[src/rtl/qpipe_pkg.sv]
// Shared types and helper functions for the zoned cell pipeline.
// Assumes the zone step codes are ordered so that +1 modulo 4 is the next step.
package qpipe_pkg;

    typedef enum logic [1:0] {
        PH_RELAX   = 2'd0,
        PH_SWITCH  = 2'd1,
        PH_HOLD    = 2'd2,
        PH_RELEASE = 2'd3
    } phase_e;

    typedef enum logic [1:0] {
        GM_WIRE = 2'd0,
        GM_AND  = 2'd1,
        GM_OR   = 2'd2,
        GM_INV  = 2'd3
    } gate_mode_e;

    // Three-input majority vote.
    function automatic logic maj3(input logic a, input logic b, input logic c);
        return (a & b) | (b & c) | (a & c);
    endfunction

    // Gate cell function selected by the mode code.
    function automatic logic gate_eval(input logic a, input logic b, input logic [1:0] mode);
        logic r;
        case (mode)
            GM_WIRE: r = a;
            GM_AND:  r = maj3(a, b, 1'b0);
            GM_OR:   r = maj3(a, b, 1'b1);
            default: r = ~a;
        endcase
        return r;
    endfunction

endpackage

[src/rtl/qpipe_phase_gen.sv]
// Zone clock generator: one shared step counter, with each zone offset by one step.
// Assumes reset forces every zone into release. Running starts one cycle after reset ends.
module qpipe_phase_gen
    import qpipe_pkg::*;
#(
    parameter int NUM_ZONES    = 4,
    parameter int PHASE_CYCLES = 1
) (
    input  logic                   clk,
    input  logic                   rst_n,
    output logic [2*NUM_ZONES-1:0] zone_phase,
    output logic                   step
);

    localparam int SUB_W = (PHASE_CYCLES > 1) ? $clog2(PHASE_CYCLES) : 1;
    localparam logic [SUB_W-1:0] SUB_LAST = SUB_W'(PHASE_CYCLES - 1);

    logic             run;
    logic [SUB_W-1:0] sub;
    logic [1:0]       base;

    // Advance the dwell counter, and the shared step when a dwell ends.
    always_ff @(posedge clk) begin
        if (!rst_n) begin
            run  <= 1'b0;
            sub  <= '0;
            base <= 2'd0;
        end else if (!run) begin
            run <= 1'b1;
        end else if (sub == SUB_LAST) begin
            sub  <= '0;
            base <= base + 2'd1;
        end else begin
            sub <= sub + 1'b1;
        end
    end

    // Last cycle of the current step, common to all zones.
    assign step = run && (sub == SUB_LAST);

    generate
        for (genvar z = 0; z < NUM_ZONES; z++) begin : g_zone_ph
            // Each zone lags its upstream neighbour by one step.
            assign zone_phase[2*z +: 2] = run ? (base - 2'(z)) : PH_RELEASE;
        end
        for (genvar z = 1; z < NUM_ZONES; z++) begin : g_lag_chk
            // a zone locks in the step where its upstream zone starts to hold
            a_r3_lock_on_hold: assert property (@(posedge clk) disable iff (!rst_n)
                (zone_phase[2*z +: 2] == PH_SWITCH && $past(zone_phase[2*z +: 2]) == PH_RELAX)
                |-> zone_phase[2*(z-1) +: 2] == PH_HOLD);
        end
    endgenerate

    // zone 0 only ever moves on to the next step code
    a_r2_phase_advance: assert property (@(posedge clk) disable iff (!rst_n)
        (zone_phase[1:0] != $past(zone_phase[1:0]))
        |-> zone_phase[1:0] == $past(zone_phase[1:0]) + 2'd1);

    // all zones read release in the cycle reset is let go
    a_r1_release_after_reset: assert property (@(posedge clk) disable iff (!rst_n)
        $rose(rst_n) |-> zone_phase == {(2*NUM_ZONES){1'b1}});

endmodule

[src/rtl/qpipe_zone.sv]
// One clock zone of cells. All cells settle together at the end of relax, lock in
// switch, drive downstream in hold, and drop to null at the end of hold.
// Assumes upstream is locked whenever this zone captures. The optional gate sits in cell 0.
module qpipe_zone
    import qpipe_pkg::*;
#(
    parameter int CELLS    = 2,
    parameter bit HAS_GATE = 1'b0
) (
    input  logic       clk,
    input  logic       rst_n,
    input  logic [1:0] phase,
    input  logic       step,
    input  logic       up_val,
    input  logic       up_pol,
    input  logic       side_in,
    input  logic [1:0] gate_mode,
    output logic       tail_val,
    output logic       tail_pol
);

    logic [CELLS-1:0] val_q;
    logic [CELLS-1:0] pol_q;
    logic [CELLS-1:0] val_d;
    logic             cap;
    logic             clr;
    logic             head_in;

    // Capture at the last relax cycle, clear at the last hold cycle.
    assign cap = step && (phase == PH_RELAX);
    assign clr = step && (phase == PH_HOLD);

    // Value entering cell 0: the gate result, or the upstream bit.
    assign head_in = HAS_GATE ? gate_eval(up_val, side_in, gate_mode) : up_val;

    // Domino settle: each cell copies its neighbour within the zone.
    always_comb begin
        val_d[0] = head_in;
        for (int k = 1; k < CELLS; k++) begin
            val_d[k] = val_d[k-1];
        end
    end

    // Cell state: latch on capture, go null on clear, else keep.
    always_ff @(posedge clk) begin
        if (!rst_n) begin
            val_q <= '0;
            pol_q <= '0;
        end else if (cap) begin
            val_q <= val_d;
            pol_q <= {CELLS{up_pol}};
        end else if (clr) begin
            val_q <= '0;
            pol_q <= '0;
        end
    end

    assign tail_val = val_q[CELLS-1];
    assign tail_pol = pol_q[CELLS-1];

    // nothing moves inside a zone across consecutive hold cycles
    a_r4_hold_frozen: assert property (@(posedge clk) disable iff (!rst_n)
        (phase == PH_HOLD && $past(phase) == PH_HOLD) |-> ($stable(val_q) && $stable(pol_q)));

    // cells are null in release and relax
    a_r5_null_idle: assert property (@(posedge clk) disable iff (!rst_n)
        (phase == PH_RELEASE || phase == PH_RELAX) |-> pol_q == '0);

endmodule

[src/rtl/qpipe_chain.sv]
// Top of the zoned cell pipeline: the zone clock generator and a line of zones.
// Zone GATE_ZONE carries the configurable gate. Output is qualified by last-zone hold.
// Assumes GATE_ZONE < NUM_ZONES.
module qpipe_chain
    import qpipe_pkg::*;
#(
    parameter int NUM_ZONES      = 4,
    parameter int CELLS_PER_ZONE = 2,
    parameter int PHASE_CYCLES   = 1,
    parameter int GATE_ZONE      = 1
) (
    input  logic                   clk,
    input  logic                   rst_n,
    input  logic                   din,
    input  logic                   side_in,
    input  logic [1:0]             gate_mode,
    output logic                   dout,
    output logic                   dout_valid,
    output logic [2*NUM_ZONES-1:0] zone_phase
);

    localparam int LAST = NUM_ZONES - 1;

    logic                 step;
    logic [NUM_ZONES:0]   link_val;
    logic [NUM_ZONES:0]   link_pol;
    logic [1:0]           last_phase;

    qpipe_phase_gen #(
        .NUM_ZONES   (NUM_ZONES),
        .PHASE_CYCLES(PHASE_CYCLES)
    ) phase_gen_i (
        .clk       (clk),
        .rst_n     (rst_n),
        .zone_phase(zone_phase),
        .step      (step)
    );

    // The input bit is always a polarized driver for zone 0.
    assign link_val[0] = din;
    assign link_pol[0] = 1'b1;

    generate
        for (genvar z = 0; z < NUM_ZONES; z++) begin : g_zone
            qpipe_zone #(
                .CELLS   (CELLS_PER_ZONE),
                .HAS_GATE(z == GATE_ZONE)
            ) zone_i (
                .clk      (clk),
                .rst_n    (rst_n),
                .phase    (zone_phase[2*z +: 2]),
                .step     (step),
                .up_val   (link_val[z]),
                .up_pol   (link_pol[z]),
                .side_in  (side_in),
                .gate_mode(gate_mode),
                .tail_val (link_val[z+1]),
                .tail_pol (link_pol[z+1])
            );
        end
    endgenerate

    assign last_phase = zone_phase[2*LAST +: 2];

    // Output: last cell value when polarized, qualified by hold.
    assign dout       = link_pol[NUM_ZONES] & link_val[NUM_ZONES];
    assign dout_valid = link_pol[NUM_ZONES] && (last_phase == PH_HOLD);

    // valid can only start as the last zone moves from switch into hold
    a_r7_valid_entry: assert property (@(posedge clk) disable iff (!rst_n)
        $rose(dout_valid) |-> $past(last_phase) == PH_SWITCH);

endmodule

[config.mk]
export PLATFORM = sky130hd
export DESIGN_NAME = qpipe_chain
export DESIGN_NICKNAME = d
export VERILOG_FILES = /design/src/rtl/qpipe_pkg.sv /design/src/rtl/qpipe_phase_gen.sv /design/src/rtl/qpipe_zone.sv /design/src/rtl/qpipe_chain.sv
export SDC_FILE = /design/constraint.sdc
export NUM_CORES = 1
export LEC_CHECK = 0
export ABC_AREA = 0
export BUFFER_PORTS_ARGS = -buffer_cell sky130_fd_sc_hd__buf_2
export CAP_MARGIN = 20
export CORE_AREA = 2 2 48 50
export CTS_BUF_LIST = sky130_fd_sc_hd__clkbuf_4 sky130_fd_sc_hd__clkbuf_8
export CTS_CLUSTER_DIAMETER = 120
export DETAILED_ROUTE_END_ITERATION = 12
export DIE_AREA = 0 0 50 52
export HOLD_SLACK_MARGIN = 0.08
export PLACE_DENSITY = 0.45
export SYNTH_ARGS = -nofsm -noshare
export SYNTH_HDL_FRONTEND = slang
export SYNTH_SLANG_ARGS = --single-unit
[constraint.sdc]
create_clock -name clk -period 1.9 [get_ports clk]
set_input_delay 0.38 -clock clk [delete_from_list [all_inputs] [get_ports clk]]
set_output_delay 0.38 -clock clk [all_outputs]
set_load 0.02 [all_outputs]
---- Word level (Yosys, flattened, before mapping) ----
Cells that the tools add are included.
word-level totals
  register bits ........................... 20
  input bits .............................. 6
  output and inout bits ................... 10
  word-level logic and storage cells ...... 67
operators by class
  $add $sub $neg .......................... 5
  equality and inequality tests ........... 6
  muxes and demuxes ....................... 19
  bitwise logic cells ..................... 6
  reductions and logical operators ........ 20
operators with widths
  cell                                              number
  2-to-1 mux 2 bit                                  16
  == test 2 bit, second input constant              5
  logical AND 1 bit                                 10
  zero test 2 bit                                   5
  nonzero test 2 bit                                4
  subtractor 2 bit, second input constant           2
  one-hot mux 1 bit (3 select lines)                1
  adder 2 x 1 -> 2 bit, second input constant       1
  bitwise AND 1 bit                                 2
  == test 2 x 1 -> 1 bit, second input constant     1
  2-to-1 mux 1 bit                                  2
  inverter 1 bit                                    2
  bitwise OR 1 bit                                  2
  AND reduction 2 bit                               1
  subtractor 2 x 1 -> 2 bit, second input constant  1
  adder 1 bit, second input constant                1

---- Logic depth before layout (Yosys ltp) ----
Gate-level depths: netlist of the first run.
  depth in word-level cells ............... 6
  mapped depth ............................ 5
  depth with buffers taken out ............ 4

---- By module ----
From an unflattened synthesis of the first run, not the netlist that was laid out.
unflattened totals
  cells, all modules ...................... 59
  area total of the unflattened synthesis .. 593.1 um2
by module, submodules not included
  module                             instances  cells each  area an instance (um2)  seq. area each (um2)
  qpipe_zone (g_zone[0].zone_i ...)  3          9           96.3                    40.0
  qpipe_phase_gen                    1          17          150.1                   60.1
  qpipe_zone (g_zone[1].zone_i)      1          12          135.1                   40.0
  qpipe_chain                        1          3           18.8                    0.0

---- Least setup slack after synthesis of the first run ----
No wires, ideal clock.
  kind .................................... flip-flop to output port
  start ................................... reg phase_gen_i.run
  end ..................................... out dout_valid
  arrival ................................. 1.122 ns
  required time ........................... 1.520 ns
  slack ................................... 0.398 ns
  stages on the path, launching flop included .. 4
  buffers on the path ..................... 1
  path through ............................ dfxtp_1 buf_4 nand2_4 nor3b_1
on the way
  word-level cells in the longest chain between the ends .. 3
RTL lines
  element                   RTL line               text
  start: declaration        qpipe_phase_gen.sv:18  logic run;
  start signal: assignment  qpipe_phase_gen.sv:25  run <= 1'b0;
  start signal: assignment  qpipe_phase_gen.sv:29  run <= 1'b1;
  2-to-1 mux 2 bit          qpipe_phase_gen.sv:44  assign zone_phase[2*z +: 2] = run ? (base - 2'(z)) : PH_RELEASE;
  == test 2 bit             qpipe_chain.sv:67      assign dout_valid = link_pol[NUM_ZONES] && (last_phase == PH_HOLD);
  logical AND 1 bit         qpipe_chain.sv:67
  end: declaration          qpipe_chain.sv:18      output logic dout_valid,
No other way between the ends.

---- Final worst setup path of the first run ----
  start ................................... reg phase_gen_i.run
  end ..................................... out zone_phase[4]
on the way
  word-level cells in the longest chain between the ends .. 1
RTL lines
  element           RTL line               text
  2-to-1 mux 2 bit  qpipe_phase_gen.sv:44
  end: declaration  qpipe_chain.sv:19      output logic [2*NUM_ZONES-1:0] zone_phase
No other way between the ends.

==> flow_summary.yaml, run 1 <==
clocking:
  clkSinkCount: 11
  cts_buffer_depth: 2
  cts_setup_buffers: 0
  cts_root_buf: "clkbuf_4"
  htreeDepth: 1
  insertion_delay_ns: 0.27
  hold_buffers: 0
  cts_tree: "done"
  cts_buffers: 3
  clk_pin_slew_ns: 0.07
  cts_resized: 0
detailed_routing:
  first_pass_iters: 2
  ant_nets: 0
  routed_wl_mm: 1.10
  vias_per_cell: 4.34
  drc_errors: 0
  wire_per_inst_um: 11.0
  drt_iter0_drc: 4
  vias: 434
logic_synthesis:
  synth_fp_nets: 65
  yosysWarnings: 0
  syn_avg_cell_area_um2: 9.25
  ys_seq_area_frac: 0.404
  yosysUniqueCellTypes: 23
  synth-seq-cells: 11
  netlist_instances: 59
  syn_area_um2: 546
sta:
  finalHoldViolations: 0
  rsz0062_at_grt: "no"
  relSlewSlack: 0.694
  clock.fmax_mhz: 562
  period_minus_slack_ns: 1.78
  worstMarginPinSlew_ns: 0.459
  skew_ns: 0.00168
  setup_viol: 0
  drv_slew: 0
  period_share: 0.937
  setup-tns-final_ns: 0
  fin_ws_ns: 0.120
critical_path:
  cp_cell_sequence: "nor2b_4 > inv_2 > buf_2"
  critPathMaxStageDelay_ns: 0.59
  timing.rr.end: "g_zone[0].zone_i.val_q[0]"
  crit_arrival_ns: 1.40
  ff2ff_path_depth: 4
  r2r_start: "phase_gen_i.run"
  cp_top_family: "flip-flops"
  critPathMaxFanout: 11
  path_class: "reg -> out"
  reg2reg_slack_ns: 0.71
  critical_path_required_ns: 1.52
  end_kind: "output pin"
  path_buf_inv: 2
  critPathLaunchType: "register"
  crit_slowest_cell: "dfxtp_1"
layout:
  layout.nets: 79
  drive_above_1_share: 0.333
  ff_latch_area_um2: 220
  antennaDiodeCount: 0
  area_growth_pct: 17.4
  multi_input_area_um2: 277
  fin_area_um2: 641
  fill_cells: 230
global_route:
  grt_max_degree: 14
  antenna_found_initial: 0
  grt_first_pass_wirelength_mm: 1.86
  grt.overflow.total: 0
  globalRouteTotalUtil: 0.0991
  grt_pass1_vias: 391
floorplanning:
  fp-row-count: 17
  core_area_mm2: 0.00211
  fp.dieArea_mm2: 0.00260
  ios: 16
  start_util: 0.259
  die_h_um: 52
  die_x_um: 50
power_and_ir_drop:
  p_int_uw: 367
  p_leak_uw: 0.000254
  power_frac_comb: 0.145
  p_clk_frac: 0.351
  power_uw: 508
  irDropWorstVdd_v: 0.000275
  switching_share: 0.277
  power_frac_seq: 0.504
  cellPowerDensity_mw_per_mm2: 794
  p_switching_uw: 141
hold_path:
  hold_depth: 1
  holdCritStartpoint: "rst_n"
  worstHoldEndpoint: "phase_gen_i.run"
  hp-class: "in -> reg"
outcome:
  outcome: "complete, no violations"
placed_design:
  portBuffers: 15
  postPlaceCellArea_um2: 611
  pre_cts_slack_ns: 0.400
  gp_congestion: 0.594
  dp_hpwl_um: 761
flow_run:
  drv_cap: 0
-- layout by cell type, fill, tap and decap left out, drive strengths merged --
cell type	instances
dfxtp	11
clkbuf	4
o21a	1
nand4	2
nor3b	1
nand2	10
nand2b	5
nand3b	1
and2	2
buf	15
xnor2	2
o31ai	1
inv	1
a31o	1
nand4b	1
nor2b	1
a21boi	8
nand3	4
nor2	1
-- layer usage --
layer	vias to the layer above	routed length, um	GRT usage
met3	2	36	0.0259
li1	223	-	-
met1	202	542	0.124
met2	7	510	0.140
met4	0	9	0.0833
met5	-	0	0
-- registers in the layout, summed over array words and instances (netlist names) --
| register | cells |
|---|---|
| g_zone.zone_i.pol_q | 4 |
| g_zone.zone_i.val_q | 4 |
| phase_gen_i.base | 2 |
| phase_gen_i.run | 1 |
-- kinds of logic after synthesis --
| group | count (synthesis) | synth area share |
|---|---|---|
| and+or+nand+nor | 28 | 0.312 |
| AOI/OAI and AO/OA | 11 | 0.163 |
| DFF | 11 | 0.404 |
| buffers and inverters | 7 | 0.0894 |
| xor gates and xnor gates | 2 | 0.0321 |
-- per-stage QoR --
stage                     instances   util  hold slack, ns
after floorplan                  59      -           0.408
after global routing            100  0.304           0.330
final                           100  0.304           0.347
after detailed placement         96  0.290           0.444
after CTS                       100  0.304           0.347
after global placement           96  0.290           0.444
-- worst reg2reg max path, stage by stage (launching register included) --
cell	delay, ns
dfxtp_1	0.59
nor2b_4	0.29
inv_2	0.10
nand2_1	0.07
a21boi_1	0.05
-- cell usage after synthesis --
cell | instances | area (um^2)
dfxtp_1 | 11 | 220
nand2_1 | 9 | 33.8
a21boi_1 | 6 | 45.0
buf_4 | 4 | 30.0
nand2b_1 | 4 | 25.0
nand3_1 | 4 | 20.0
a21boi_0 | 2 | 15.0
and2_1 | 2 | 12.5
nand4_1 | 2 | 12.5
xnor2_1 | 2 | 17.5
a31o_1 | 1 | 8.76
buf_6 | 1 | 11.3
clkbuf_1 | 1 | 3.75
inv_2 | 1 | 3.75
nand2_4 | 1 | 11.3
nand2b_4 | 1 | 13.8
nand3b_1 | 1 | 7.51
nand4b_1 | 1 | 8.76
nor2_1 | 1 | 3.75
nor2b_4 | 1 | 13.8
nor3b_1 | 1 | 7.51
o21a_1 | 1 | 7.51
o31ai_2 | 1 | 12.5
-- power groups by stage --
| stage | clock (uW) | combinational (uW) | sequential (uW) |
|---|---|---|---|
| floorplan | 0 | 71.2 | 249 |
| global placement | 0 | 75.1 | 262 |
| detailed placement | 0 | 75.0 | 262 |
| CTS | 184 | 75.2 | 256 |
| global route | 202 | 80.3 | 258 |
| finish | 178 | 73.8 | 256 |
-- final cells by class --
cell class,instances,share of cell area
multi-input combinational,41,0.432
sequential,11,0.344
tap,28,0.0547
timing repair buffer,15,0.117
inverter,1,0.00586
clock buffer,4,0.0469
-- how the worst max path moves through the flow --
stage,startpoint,end,slack (ns),depth (start not counted)
after floorplan,phase_gen_i.run,dout_valid,0.40,3
after global placement,phase_gen_i.base[0],dout_valid,0.38,3
after detailed placement,phase_gen_i.base[0],dout_valid,0.40,3
after CTS,phase_gen_i.base[0],dout_valid,0.10,3
after global routing,phase_gen_i.run,dout_valid,0.01,3
final,phase_gen_i.run,zone_phase[4],0.12,3
Power figures use the tool's default switching activity.
==> inputs of run 2 (changes only) <==
--- a/config.mk
+++ b/config.mk
@@ -5,16 +5,16 @@
 export SDC_FILE = /design/constraint.sdc
 export NUM_CORES = 1
 export LEC_CHECK = 0
-export ABC_AREA = 0
+export ABC_AREA = 1
 export BUFFER_PORTS_ARGS = -buffer_cell sky130_fd_sc_hd__buf_2
 export CAP_MARGIN = 20
-export CORE_AREA = 2 2 48 50
+export CORE_AREA = 2 2 45 47
 export CTS_BUF_LIST = sky130_fd_sc_hd__clkbuf_4 sky130_fd_sc_hd__clkbuf_8
 export CTS_CLUSTER_DIAMETER = 120
 export DETAILED_ROUTE_END_ITERATION = 12
-export DIE_AREA = 0 0 50 52
+export DIE_AREA = 0 0 47 49
 export HOLD_SLACK_MARGIN = 0.08
-export PLACE_DENSITY = 0.45
+export PLACE_DENSITY = 0.47
 export SYNTH_ARGS = -nofsm -noshare
 export SYNTH_HDL_FRONTEND = slang
 export SYNTH_SLANG_ARGS = --single-unit
==> flow_summary.yaml, run 2 <==
clocking:
  clk_pin_slew_ns: 0.07
  cts_tree: "done"
  insertion_delay_ns: 0.27
  hold_buffers: 0
  cts_buffers: 3
  cts_root_buf: "clkbuf_4"
  cts_resized: 0
  clkSinkCount: 11
  cts_setup_buffers: 0
  cts_buffer_depth: 2
  htreeDepth: 1
sta:
  setup-tns-final_ns: 0
  period_share: 0.899
  finalHoldViolations: 0
  rsz0062_at_grt: "no"
  skew_ns: 0.000567
  whs_ns: 0.243
  period_minus_slack_ns: 1.71
  worstMarginPinSlew_ns: 0.359
  relSlewSlack: 0.760
  drv_slew: 0
  clock.fmax_mhz: 586
  setup_viol: 0
logic_synthesis:
  yosys-top-cells-count: "nand2_1, dfxtp_1, a21oi_1, inv_1, nand3_1"
  synth_area_leaders: "dfxtp_1, nand2_1, a21oi_1"
  yosysWarnings: 0
  synth-seq-cells: 11
  synth_fp_nets: 74
  syn_area_um2: 488
  yosysUniqueCellTypes: 18
  async_flop_share: 0
  synth_top_area_share: 0.451
  ys_seq_area_frac: 0.451
  syn_avg_cell_area_um2: 7.18
  synth.most_common_cell: "nand2_1"
  synth-edff-count: 0
  yosys_most_used_dff: "dfxtp_1"
  netlist_instances: 68
  synth_top_area_cell: "dfxtp_1"
floorplanning:
  ios: 16
  fp-row-count: 16
  die_x_um: 47
  die_h_um: 49
  core_area_mm2: 0.00184
  start_util: 0.265
  fp.dieArea_mm2: 0.00230
global_route:
  grt_pass1_vias: 417
  grt.overflow.total: 0
  grt_max_degree: 11
  antenna_found_initial: 0
  grt_first_pass_wirelength_mm: 1.83
  globalRouteTotalUtil: 0.114
placed_design:
  portBuffers: 15
  gp_congestion: 0.667
  postPlaceCellArea_um2: 572
  dp_hpwl_um: 764
critical_path:
  path_buf_inv: 1
  critical_path_required_ns: 1.52
  cp_cell_sequence: "nand2_2 > nor3b_1 > buf_2"
  critPathMaxStageDelay_ns: 0.46
  crit_arrival_ns: 1.33
  critPathLaunchType: "register"
  end_kind: "output pin"
  critPathMaxFanout: 9
  path_class: "reg -> out"
  cp_top_family: "flip-flops"
  crit_slowest_cell: "dfxtp_1"
layout:
  layout.nets: 90
  drive_above_1_share: 0.277
  antennaDiodeCount: 0
  layout_commonest_cell: "nand2_1"
  layout_common_cells: "nand2_1, buf_2, dfxtp_1, inv_1, a21oi_1"
  fill_cells: 223
  area_growth_pct: 23.3
  fin_area_um2: 602
  reg_top3: "g_zone.zone_i.pol_q x4, g_zone.zone_i.val_q x4, phase_gen_i.base x2"
detailed_routing:
  vias: 466
  drc_errors: 0
  ant_nets: 0
  routed_wl_mm: 1.03
  first_pass_iters: 4
  drt_iter0_drc: 6
  wire_per_inst_um: 9.38
  vias_per_cell: 4.24
flow_run:
  drv_cap: 0
hold_path:
  hp-class: "in -> reg"
outcome:
  outcome: "complete, no violations"
power_and_ir_drop:
  p_leak_uw: 0.000278
  irDropWorstVdd_v: 0.000322
  cellPowerDensity_mw_per_mm2: 829
-- run 2: power by group --
group,total [uW],internal (uW),switching [uW]
clock,172,95.6,76.5
sequential,252,240,12.7
combinational,74.1,26.4,47.7
-- run 2: path summary, 6_finish.rpt --
path | slack [ns] | cells after the start | to | start
worst min register to register | 0.47 | 2 | g_zone[2].zone_i.val_q[0] | g_zone[2].zone_i.val_q[0]
worst max-delay path | 0.19 | 3 | dout_valid | phase_gen_i.run
worst min-delay path | 0.24 | 1 | phase_gen_i.run | rst_n
worst max register to register | 0.80 | 5 | g_zone[2].zone_i.pol_q[0] | phase_gen_i.run
-- run 2: cell families (layout without fill, tap and decap cells) --
logic type      after synthesis  in the layout  synth area share
xor+xnor                      1              1            0.0180
buf+inv                      14             29             0.128
simple gates                 32             32             0.290
flops                        11             11             0.451
compound gates               10             10             0.113
-- run 2: layout make-up --
type	instances	area (um^2)	area share
sequential	11	220	0.366
multi-input combinational	43	205	0.341
timing repair buffer	15	75.1	0.125
inverter	10	37.5	0.0624
tap	27	33.8	0.0561
clock buffer	4	30.0	0.0499
-- run 2: routing by layer --
metal	global-route usage	wire length, um	part of all wire
met1	0.148	493	0.48
met5	0	0	0
met4	0.0833	28	0.027
met3	0.0370	64	0.062
met2	0.151	445	0.43
-- run 2: through the flow --
| step | util | setup WS [ns] | cells | power (uW) |
|---|---|---|---|---|
| 6_report | 0.327 | 0.192 | 110 | 499 |
| 5_1_grt | 0.327 | 0.0658 | 110 | 533 |
| 4_1_cts | 0.327 | 0.152 | 110 | 509 |
| 3_5_place_dp | 0.310 | 0.492 | 106 | 333 |
| 3_3_place_gp | 0.310 | 0.495 | 106 | 332 |
| 2_1_floorplan | - | 0.360 | 68 | 311 |
